[config.mk]
export PLATFORM = sky130hd
export DESIGN_NAME = lps_if_monitor
export DESIGN_NICKNAME = d
export VERILOG_FILES = /design/src/rtl/lps_if_pkg.sv /design/src/rtl/lps_activity_det.sv /design/src/rtl/lps_if_fsm.sv /design/src/rtl/sysclk_gate.sv /design/src/rtl/lps_if_monitor.sv
export SDC_FILE = /design/constraint.sdc
export NUM_CORES = 1
export LEC_CHECK = 0
export ABC_CLOCK_PERIOD_IN_PS = 1700
export BUFFER_PORTS_ARGS = -buffer_cell sky130_fd_sc_hd__buf_2
export CORE_UTILIZATION = 30
export CTS_CLUSTER_SIZE = 25
export DETAILED_ROUTE_END_ITERATION = 8
export GPL_ROUTABILITY_DRIVEN = 0
export PLACE_DENSITY = 0.47
export SLEW_MARGIN = 20
export SYNTH_ARGS = -nofsm -noshare
export SYNTH_HDL_FRONTEND = slang
export SYNTH_SLANG_ARGS = --single-unit
[constraint.sdc]
create_clock -name clk -period 1.7 [get_ports clk]
set_clock_uncertainty 0.15 [all_clocks]
set_input_delay 0.17 -clock clk [delete_from_list [all_inputs] [get_ports clk]]
set_output_delay 0.17 -clock clk [all_outputs]
set_load 0.02 [all_outputs]
[src/rtl/lps_if_pkg.sv]
// Shared types for the link power status interface monitor.
package lps_if_pkg;
    typedef enum logic [1:0] {
        IF_DISABLED = 2'b00,
        IF_RESET    = 2'b01,
        IF_ACTIVE   = 2'b10
    } if_state_t;
endpackage

[src/rtl/lps_activity_det.sv]
// Synchronises the link power status input and counts consecutive low
// samples. The count saturates at DISABLE_CYC.
// Assumes: lps_in is asynchronous to clk; rst_n is synchronous, active low.
module lps_activity_det #(
    parameter int DISABLE_CYC = 30,
    localparam int CNT_W = $clog2(DISABLE_CYC + 1)
) (
    input  logic             clk,
    input  logic             rst_n,
    input  logic             lps_in,
    output logic             lps_seen,
    output logic [CNT_W-1:0] idle_cnt
);
    localparam logic [CNT_W-1:0] CNT_MAX = CNT_W'(DISABLE_CYC);

    logic sync_a;

    // Two-register synchroniser for the status input.
    always_ff @(posedge clk) begin
        if (!rst_n) begin
            sync_a   <= 1'b0;
            lps_seen <= 1'b0;
        end else begin
            sync_a   <= lps_in;
            lps_seen <= sync_a;
        end
    end

    // Count low samples, restart on every high sample, stop at the maximum.
    always_ff @(posedge clk) begin
        if (!rst_n) begin
            idle_cnt <= CNT_MAX;
        end else if (lps_seen) begin
            idle_cnt <= '0;
        end else if (idle_cnt < CNT_MAX) begin
            idle_cnt <= idle_cnt + 1'b1;
        end
    end
endmodule

[src/rtl/lps_if_fsm.sv]
// Interface condition sequencer: active, reset or disabled, decided from the
// low-sample count and the synchronised status. Emits init_start on each
// return to active.
// Assumes: RESET_CYC < DISABLE_CYC; idle_cnt saturates at DISABLE_CYC.
module lps_if_fsm
    import lps_if_pkg::*;
#(
    parameter int RESET_CYC   = 12,
    parameter int DISABLE_CYC = 30,
    localparam int CNT_W = $clog2(DISABLE_CYC + 1)
) (
    input  logic             clk,
    input  logic             rst_n,
    input  logic             lps_seen,
    input  logic [CNT_W-1:0] idle_cnt,
    output if_state_t        state,
    output logic             init_start
);
    localparam logic [CNT_W-1:0] RST_LIM = CNT_W'(RESET_CYC);
    localparam logic [CNT_W-1:0] DIS_LIM = CNT_W'(DISABLE_CYC);

    if_state_t nxt;
    logic      wake;

    // Next-condition decision.
    always_comb begin
        nxt  = state;
        wake = 1'b0;
        case (state)
            IF_ACTIVE: begin
                if (idle_cnt >= RST_LIM) nxt = IF_RESET;
            end
            IF_RESET: begin
                if (lps_seen) begin
                    nxt  = IF_ACTIVE;
                    wake = 1'b1;
                end else if (idle_cnt >= DIS_LIM) begin
                    nxt = IF_DISABLED;
                end
            end
            default: begin
                if (lps_seen) begin
                    nxt  = IF_ACTIVE;
                    wake = 1'b1;
                end
            end
        endcase
    end

    // Condition register and the registered wake pulse.
    always_ff @(posedge clk) begin
        if (!rst_n) begin
            state      <= IF_DISABLED;
            init_start <= 1'b0;
        end else begin
            state      <= nxt;
            init_start <= wake;
        end
    end
endmodule

[src/rtl/sysclk_gate.sv]
// Glitch-free clock gate: the enable is captured while clk is low, and the
// output is the AND of clk and that captured enable.
// Assumes: en comes from a register clocked on the rising edge of clk.
module sysclk_gate (
    input  logic clk,
    input  logic rst_n,
    input  logic en,
    output logic gclk
);
    logic en_lo;

    // Capture the enable on the falling edge so it changes only while clk is low.
    always_ff @(negedge clk) begin
        if (!rst_n) en_lo <= 1'b0;
        else        en_lo <= en;
    end

    assign gclk = clk & en_lo;
endmodule

[src/rtl/lps_if_monitor.sv]
// Top of the link power status interface monitor. Connects the activity
// detector, the condition sequencer and the clock gate, and decodes the
// bus and low-power outputs from the condition.
// Assumes: RESET_CYC < DISABLE_CYC; pulse gaps on lps_in < RESET_CYC cycles.
module lps_if_monitor
    import lps_if_pkg::*;
#(
    parameter int RESET_CYC   = 12,
    parameter int DISABLE_CYC = 30
) (
    input  logic       clk,
    input  logic       rst_n,
    input  logic       lps_in,
    input  logic       port_active,
    output logic [1:0] if_state,
    output logic       bus_force_low,
    output logic       sysclk_en,
    output logic       sysclk_out,
    output logic       init_start,
    output logic       lowpower_req
);
    localparam int CNT_W = $clog2(DISABLE_CYC + 1);

    logic             lps_seen;
    logic [CNT_W-1:0] idle_cnt;
    if_state_t        state;

    lps_activity_det #(.DISABLE_CYC(DISABLE_CYC)) u_det (
        .clk      (clk),
        .rst_n    (rst_n),
        .lps_in   (lps_in),
        .lps_seen (lps_seen),
        .idle_cnt (idle_cnt)
    );

    lps_if_fsm #(.RESET_CYC(RESET_CYC), .DISABLE_CYC(DISABLE_CYC)) u_fsm (
        .clk        (clk),
        .rst_n      (rst_n),
        .lps_seen   (lps_seen),
        .idle_cnt   (idle_cnt),
        .state      (state),
        .init_start (init_start)
    );

    sysclk_gate u_gate (
        .clk   (clk),
        .rst_n (rst_n),
        .en    (sysclk_en),
        .gclk  (sysclk_out)
    );

    // Output decode from the registered condition.
    always_comb begin
        if_state      = state;
        bus_force_low = (state != IF_ACTIVE);
        sysclk_en     = (state != IF_DISABLED);
        lowpower_req  = (state == IF_DISABLED) && !port_active;
    end
endmodule

======== After elaboration in Yosys (flattened, before gate mapping) ========
Cells that the tools add are included.
Widths: inputs -> output; s select.
operators by class
  add/subtract/negate cells ............... 1
  magnitude comparators ................... 3
  equal/unequal tests ..................... 5
  mux-type cells .......................... 8
  bitwise logic cells ..................... 2
  reductions and logical operators ........ 9
operators by type and width
  cell                 count
  $mux 5               2
  $mux 2               4
  $add 5x1->5 const B  1
  $ge 5x4->1 const B   1
  $ge 5x5->1 const B   1
  $lt 5x5->1 const B   1
  $pmux 2 s2           1
  $reduce_bool 2->1    2
  $reduce_or 2->1      2
  $ne 3x2->1 const B   1
  $reduce_and 3->1     1
  $reduce_bool 3->1    1
  $eq 2x1->1 const B   1
  $eq 2x2->1 const B   1
  $logic_not 2->1      1
  $ne 2x1->1 const B   1
  $ne 2x2->1 const B   1
  $and 1x1->1          1
  $logic_and 1x1->1    1
  $logic_not 1->1      1
  $mux 1               1
  $not 1->1            1
storage, ports and cells
  register bits after elaboration ......... 11
  bits of input ports ..................... 4
  word-level logic and storage cells ...... 35

======== Depth between registers and ports, before layout ========
Gate-level depths: netlist of run 1.
  depth after elaboration ................. 4
  gate-level depth with buffers ........... 4
  depth with buffers taken out ............ 4

======== Hierarchy ========
A second synthesis of run 1 with hierarchy kept.
second synthesis, totals
  cells, all modules ...................... 45
  area total of the unflattened synthesis .. 460.4 µm²
modules (own cells, without submodules)
  module            times used  cells each  area an instance (µm²)  sequential area each (µm²)
  lps_activity_det  1           26          282.8                   140.1
  lps_if_fsm        1           12          123.9                   60.1
  sysclk_gate       1           4           36.3                    20.0
  lps_if_monitor    1           3           17.5                    0.0

==> results of run 1 <==
-- cells in the final DEF, fill, tap and decap left out, types with 2 or more instances in the layout --
| cell type | instances |
|---|---|
| buf_2 | 8 |
| dfxtp_1 | 8 |
| nor2_1 | 7 |
| clkbuf_4 | 6 |
| buf_4 | 5 |
| o21ai_1 | 4 |
| inv_1 | 3 |
| and2_4 | 2 |
| nand2b_1 | 2 |
| nand3_1 | 2 |
| and2_1 | 2 |
| ha_1 | 2 |
| dlygate4sd3_1 | 2 |
| dfxtp_2 | 2 |
-- cells by family (layout without fill, tap and decap cells) --
group | after synthesis | in the layout | synth area share
AND/OR/NAND/NOR | 23 | 23 | 0.2976
flip-flops | 11 | 11 | 0.4718
adder cells (fa/ha/maj) | 2 | 2 | 0.05361
XOR/XNOR | 1 | 1 | 0.01877
AO/OA/AOI/OAI | 8 | 8 | 0.1019
buffers and inverters | 4 | 26 | 0.03484
multiplexers | 1 | 1 | 0.02145
-- report_power, final --
| group | total (mW) | switching, mW | internal, mW |
|---|---|---|---|
| Clock | 0.292 | 0.120 | 0.172 |
| Combinational | 0.126 | 0.0611 | 0.0649 |
| Sequential | 0.301 | 0.0239 | 0.277 |
| Total | 0.720 | 0.205 | 0.515 |
-- cell type report --
cell class,instances,area [µm²],share of cell area
Clock buffer,7,56.30,0.08621
Clock inverter,2,7.507,0.01149
Timing Repair Buffer,15,97.59,0.1494
Inverter,2,8.758,0.01341
Multi-Input combinational cell,35,237.7,0.3640
Tap cell,15,18.77,0.02874
Sequential cell,11,226.5,0.3467
-- sequential cells by signal, indices dropped and copies added, names as in the netlist --
signal and cells:
u_det.idle_cnt 5, u_fsm.state 2, u_det.lps_seen 1, u_det.sync_a 1, u_fsm.init_start 1, u_gate.en_lo 1
-- per-layer routing --
| layer | vias up | wire [µm] |
|---|---|---|
| met1 | 170 | 516 |
| met4 | 0 | 0 |
| met3 | 0 | 59 |
| met5 | - | 0 |
| met2 | 13 | 356 |
| li1 | 216 | - |
-- repair_timing --
action | 4_1_cts | 5_1_grt
hold endpoints to repair | 4 | 0
endpoints found under the setup margin | 3 | 4
hold buffers | 2 | 0
pin swaps | 0 | 1
gates resized for setup | 3 | 3
-- stage by stage --
step                cells  TNS, ps
global route           87   -553.7
CTS                    87   -530.3
floorplan              50   -190.5
finish                 87   -499.0
global placement       78   -95.65
detailed placement     78   -118.1
-- critical path: stages (launching register included) --
cell and delay, ps:
dfxtp_2 310, and2_4 130, buf_6 120
-- how the worst max path moves through the flow --
stage / start / to / slack [ps] / cells after the start
final: u_gate.en_lo / sysclk_out / -460 / 2
after global routing: u_gate.en_lo / sysclk_out / -520 / 2
after CTS: u_gate.en_lo / sysclk_out / -470 / 2
after detailed placement: u_fsm.state[1] / u_gate.en_lo / -100 / 2
after global placement: u_fsm.state[1] / u_gate.en_lo / -90 / 2
after floorplan: u_fsm.state[1] / u_gate.en_lo / -190 / 2
==> metrics.md, run 1 <==
| Metric | Value |
|---|---|
| Leakage | `0.3123 nW` |
| Yosys cell types | `24` |
| Congestion Overflow GR | `0` |
| R2r endpoint | `u_gate.en_lo` |
| # IOs | `11` |
| CP arrival | `1840 ps` |
| FF-to-FF path depth | `2` |
| Vias per cell | `about 4.6` |
| Prevailing post-synth register cell | `dfxtp_1` |
| Failing checks | `setup timing` |
| DR pass1 iterations | `4` |
| CTS tree | `yes` |
| Hold Slack | `roughly 290 ps` |
| Asr flop ratio synth | `0` |
| Synth cell count leaders | `dfxtp_1, nor2_1, and2_1, o21ai_1` |
| CP startpoint kind | `flop` |
| Die height | `around 41 µm` |
| Top-count cell post-synth | `dfxtp_1` |
| Worst skew pair latency | `about 370 ps` |
| Vias | `399` |
| DP HPWL | `roughly 640 µm` |
| I/O Buffers | `10` |
| RSZ-0062 raised after global routing | `yes` |
| DRC errors left | `0` |
| Initial antenna violation count | `0` |
| Total power | `0.7198 mW` |
| HP Class | `flop to flop` |
| Final setup margin | `-464.6 ps` |
| DRT iter0 DRCs | `2` |
| GR peak layer | `met2` |
| Largest area contributor in the netlist | `dfxtp_1` |
| Clock transition at path regs | `~70 ps` |
| Seq/Total Area, Yosys | `0.4718` |
| Chip width | `slightly above 40 µm` |
| Worst-path maximum fanout | `1` |
| Top post-synthesis cells by area | `dfxtp_1, nor2_1, and2_1` |
| Share of the synthesized area in the top cell type | `0.4718` |
| Setup slack on the worst flop-to-flop path | `-30 ps` |
| ANT cells | `0` |
| FP Rows | `13` |
| Met2 global-route usage | `0.1656` |
| Final count of negative-setup-slack endpoints | `3` |
| Full die area | `~1700 µm²` |
| Largest net degree at the start of global routing | `12` |
| Total routed wirelength | `931 µm` |
| Nets | `~80` |
| Reg2reg start | `u_fsm.state[1]` |
| Mapped Cells | `50` |
| Max cap viols | `0` |
| Layout cells sized above 1 | `0.4167` |
| Synthesized area | `466.7 µm²` |
| Status | `complete, but fails checks` |
| Mapped Avg Cell Area | `just over 9 µm²` |
| Area post-placement | `between 500 and 600 µm²` |
| Starting Density | `0.3416` |
| GRT met1 Usage | `0.1559` |
| Finished Core Util | `0.4780` |
| Antenna-violating nets left | `0` |
| Synth warn | `0` |
| Worst IR drop on VDD | `0.0005314 V` |
| Hold endpoint | `u_det.lps_seen` |
| WL/cell | `roughly 11 µm` |
| Slew HR | `0.8017` |
| Global-route wire length before repair | `approximately 1600 µm` |
| Post-CTS setup buffer count | `0` |
| Critical path class | `flop to primary output` |
| Vias in the first global route | `400` |
| Endpoint class of the critical path | `primary output` |
| Fin area | `around 650 µm²` |
| Final count of pins violating max slew | `0` |
| Number of flops mapped to enable cells by yosys | `0` |
| Slew @ Worst Pin | `around 300 ps` |
| Fill cells | `148` |
| GR Util met3 | `0.08696` |
| Setup slack at placement | `-102.8 ps` |
| Final Hold Vio Count | `0` |
| Worst Hold Depth | `1` |
| Synth Register Bits | `11` |
| WP data required | `approximately 1400 ps` |
| PD cells | `about 1100 nW/µm²` |
| Total Routing Usage GR | `0.1373` |
| CORE AREA | `1366 µm²` |
| Hold path start | `u_det.sync_a` |
| Synthesized Nets | `56` |
| Area Growth Syn to Fin | `39.95%` |
No activity file was read; power rests on OpenSTA's default activity.
==> run 2, diff against run 1 <==
--- a/config.mk
+++ b/config.mk
@@ -9,5 +9,4 @@
 export BUFFER_PORTS_ARGS = -buffer_cell sky130_fd_sc_hd__buf_2
 export CORE_UTILIZATION = 30
-export CTS_CLUSTER_SIZE = 25
 export DETAILED_ROUTE_END_ITERATION = 8
 export GPL_ROUTABILITY_DRIVEN = 0
--- a/constraint.sdc
+++ b/constraint.sdc
@@ -3,3 +3,3 @@
 set_input_delay 0.17 -clock clk [delete_from_list [all_inputs] [get_ports clk]]
 set_output_delay 0.17 -clock clk [all_outputs]
-set_load 0.02 [all_outputs]
+set_load 0.005 [all_outputs]
==> metrics.md, run 2 (same netlist as run 1, synthesis figures left out) <==
| Metric | Value |
|---|---|
| Endpoint class of the critical path | `primary output` |
| RSZ-0062 raised after global routing | `yes` |
| CP startpoint kind | `flop` |
| Initial antenna violation count | `0` |
| Nets | `79` |
| FP Rows | `13` |
| Register Area | `224.0 µm²` |
| Failing checks | `setup timing` |
| Vias in the first global route | `between 400 and 500` |
| Worst-path maximum fanout | `1` |
| Switching share of power | `0.2786` |
| Layout cells sized above 1 | `0.3889` |
| Non-Filler Instances | `between 80 and 90` |
| Global-route wire length before repair | `about 1800 µm` |
| Critical path class | `flop to primary output` |
| FF-to-FF path depth | `2` |
| Multi-input gate area | `around 230 µm²` |
| HP Class | `flop to flop` |
| Clock share of power | `0.417` |
| Most frequent cells in the layout | `buf_2, dfxtp_1, nor2_1, clkbuf_4` |
| WL met2 | `between 300 and 400 µm` |
| Max reg flops | `5` |
| Total routed wirelength | `between 900 and 1000 µm` |
| DP HPWL | `roughly 650 µm` |
| Area post-placement | `~560 µm²` |
| DRC errors left | `0` |
| Final count of pins violating max slew | `0` |
| Worst IR drop on VDD | `roughly 0.0005 V` |
| Fill cells | `140` |
| Full die area | `1717 µm²` |
| Area Growth Syn to Fin | `37.80%` |
| Total Routing Usage GR | `0.1495` |
| ANT cells | `0` |
| I/O Buffers | `10` |
| Vias per cell | `~4.6` |
| Largest net degree at the start of global routing | `12` |
| Switch Pwr | `between 0.15 and 0.2 mW` |
| PD cells | `approximately 1100 nW/µm²` |
| Chip width | `just over 40 µm` |
| Critical Path Start | `u_gate.en_lo` |
| Int Pwr | `approximately 0.51 mW` |
| Antenna-violating nets left | `0` |
| CORE AREA | `~1400 µm²` |
| Worst Hold Depth | `1` |
| Reg2reg start | `u_fsm.state[1]` |
| Hold path start | `u_det.sync_a` |
| Status | `complete, but fails checks` |
| Placed cell count | `78` |
| Most flops, register | `u_det.idle_cnt` |
| WP data required | `1380 ps` |
| Starting Density | `0.3416` |
| Fin area | `643.1 µm²` |
| Worst skew pair latency | `between 300 and 400 ps` |
| Slew HR | `0.7839` |
| Slew @ Worst Pin | `323.7 ps` |
| Vias | `~400` |
| Top routing layer in use | `met4` |
| Met1 wire length | `517 µm` |
| CP arrival | `around 1800 ps` |
| Largest regs | `u_det.idle_cnt x5, u_fsm.state x2` |
| Final Hold Vio Count | `0` |
| DRT iter0 DRCs | `8` |
| Final count of negative-setup-slack endpoints | `3` |
| Comb pwr share | `0.158` |
| Congestion Overflow GR | `0` |
| # IOs | `11` |
| Met3 WL | `~52 µm` |
| Seq pwr share | `0.425` |
| CTS tree | `yes` |
| WL/cell | `around 11 µm` |
| Clock transition at path regs | `~70 ps` |
| Die height | `between 40 and 50 µm` |
| Post-CTS setup buffer count | `0` |
| Max cap viols | `0` |
| Final setup margin | `-455.1 ps` |
| DR pass1 iterations | `4` |
| Leakage | `0.3095 nW` |
| Commonest non-fill, non-tap cell in the layout | `buf_2` |
run 2: what timing repair did:
action,in CTS,in global routing
pin swaps,1,1
gates resized for setup,4,0
endpoints found under the hold margin,4,0
hold buffers,2,0
setup endpoints to repair,3,3
run 2: power by group through the flow:
| stage | Sequential [mW] | Clock [mW] | Combinational [mW] |
|---|---|---|---|
| 3_5_place_dp | 0.307 | 0.0113 | 0.110 |
| 6_report | 0.302 | 0.296 | 0.112 |
| 5_1_grt | 0.306 | 0.323 | 0.132 |
| 2_1_floorplan | 0.302 | 0.00948 | 0.0785 |
| 4_1_cts | 0.302 | 0.308 | 0.114 |
| 3_3_place_gp | 0.307 | 0.0113 | 0.109 |
run 2: worst paths after layout:
kind | to | slack [ps]
worst max-delay path | sysclk_out | -460
worst max register to register | u_gate.en_lo | -20
worst min register to register | u_det.lps_seen | 290
worst min-delay path | u_det.lps_seen | 290
run 2: per-layer routing:
layer,global-route usage,up-vias
met1,0.1680,169
met4,0.1613,0
li1,-,215
met3,0.1000,2
met5,0,-
met2,0.1719,13
run 2: through the flow:
step	hold slack, ps	total power [mW]	util	TNS, ps	worst slack (ps)
after floorplan	135.9	0.3904	-	-121.5	-121.5
after global placement	209.8	0.4279	0.4121	-61.32	-61.32
after detailed placement	209.8	0.4285	0.4121	-64.37	-64.37
after CTS	292.2	0.7237	0.4707	-486.0	-464.7
after global routing	307.3	0.7605	0.4707	-544.7	-492.7
final	287.7	0.7098	0.4707	-471.3	-455.1
run 2: final cells by class:
| type | instances | area share |
|---|---|---|
| sequential | 11 | 0.3482 |
| inverter | 2 | 0.01362 |
| clock buffer | 7 | 0.08755 |
| timing repair buffer | 15 | 0.1479 |
| clock inverter | 2 | 0.01167 |
| tap | 15 | 0.02918 |
| multi-input combinational | 35 | 0.3619 |
run 2: worst max-delay path, stage by stage, from the launching register on:
cell and delay, ps:
dfxtp_2 310, and2_4 130, buf_6 100
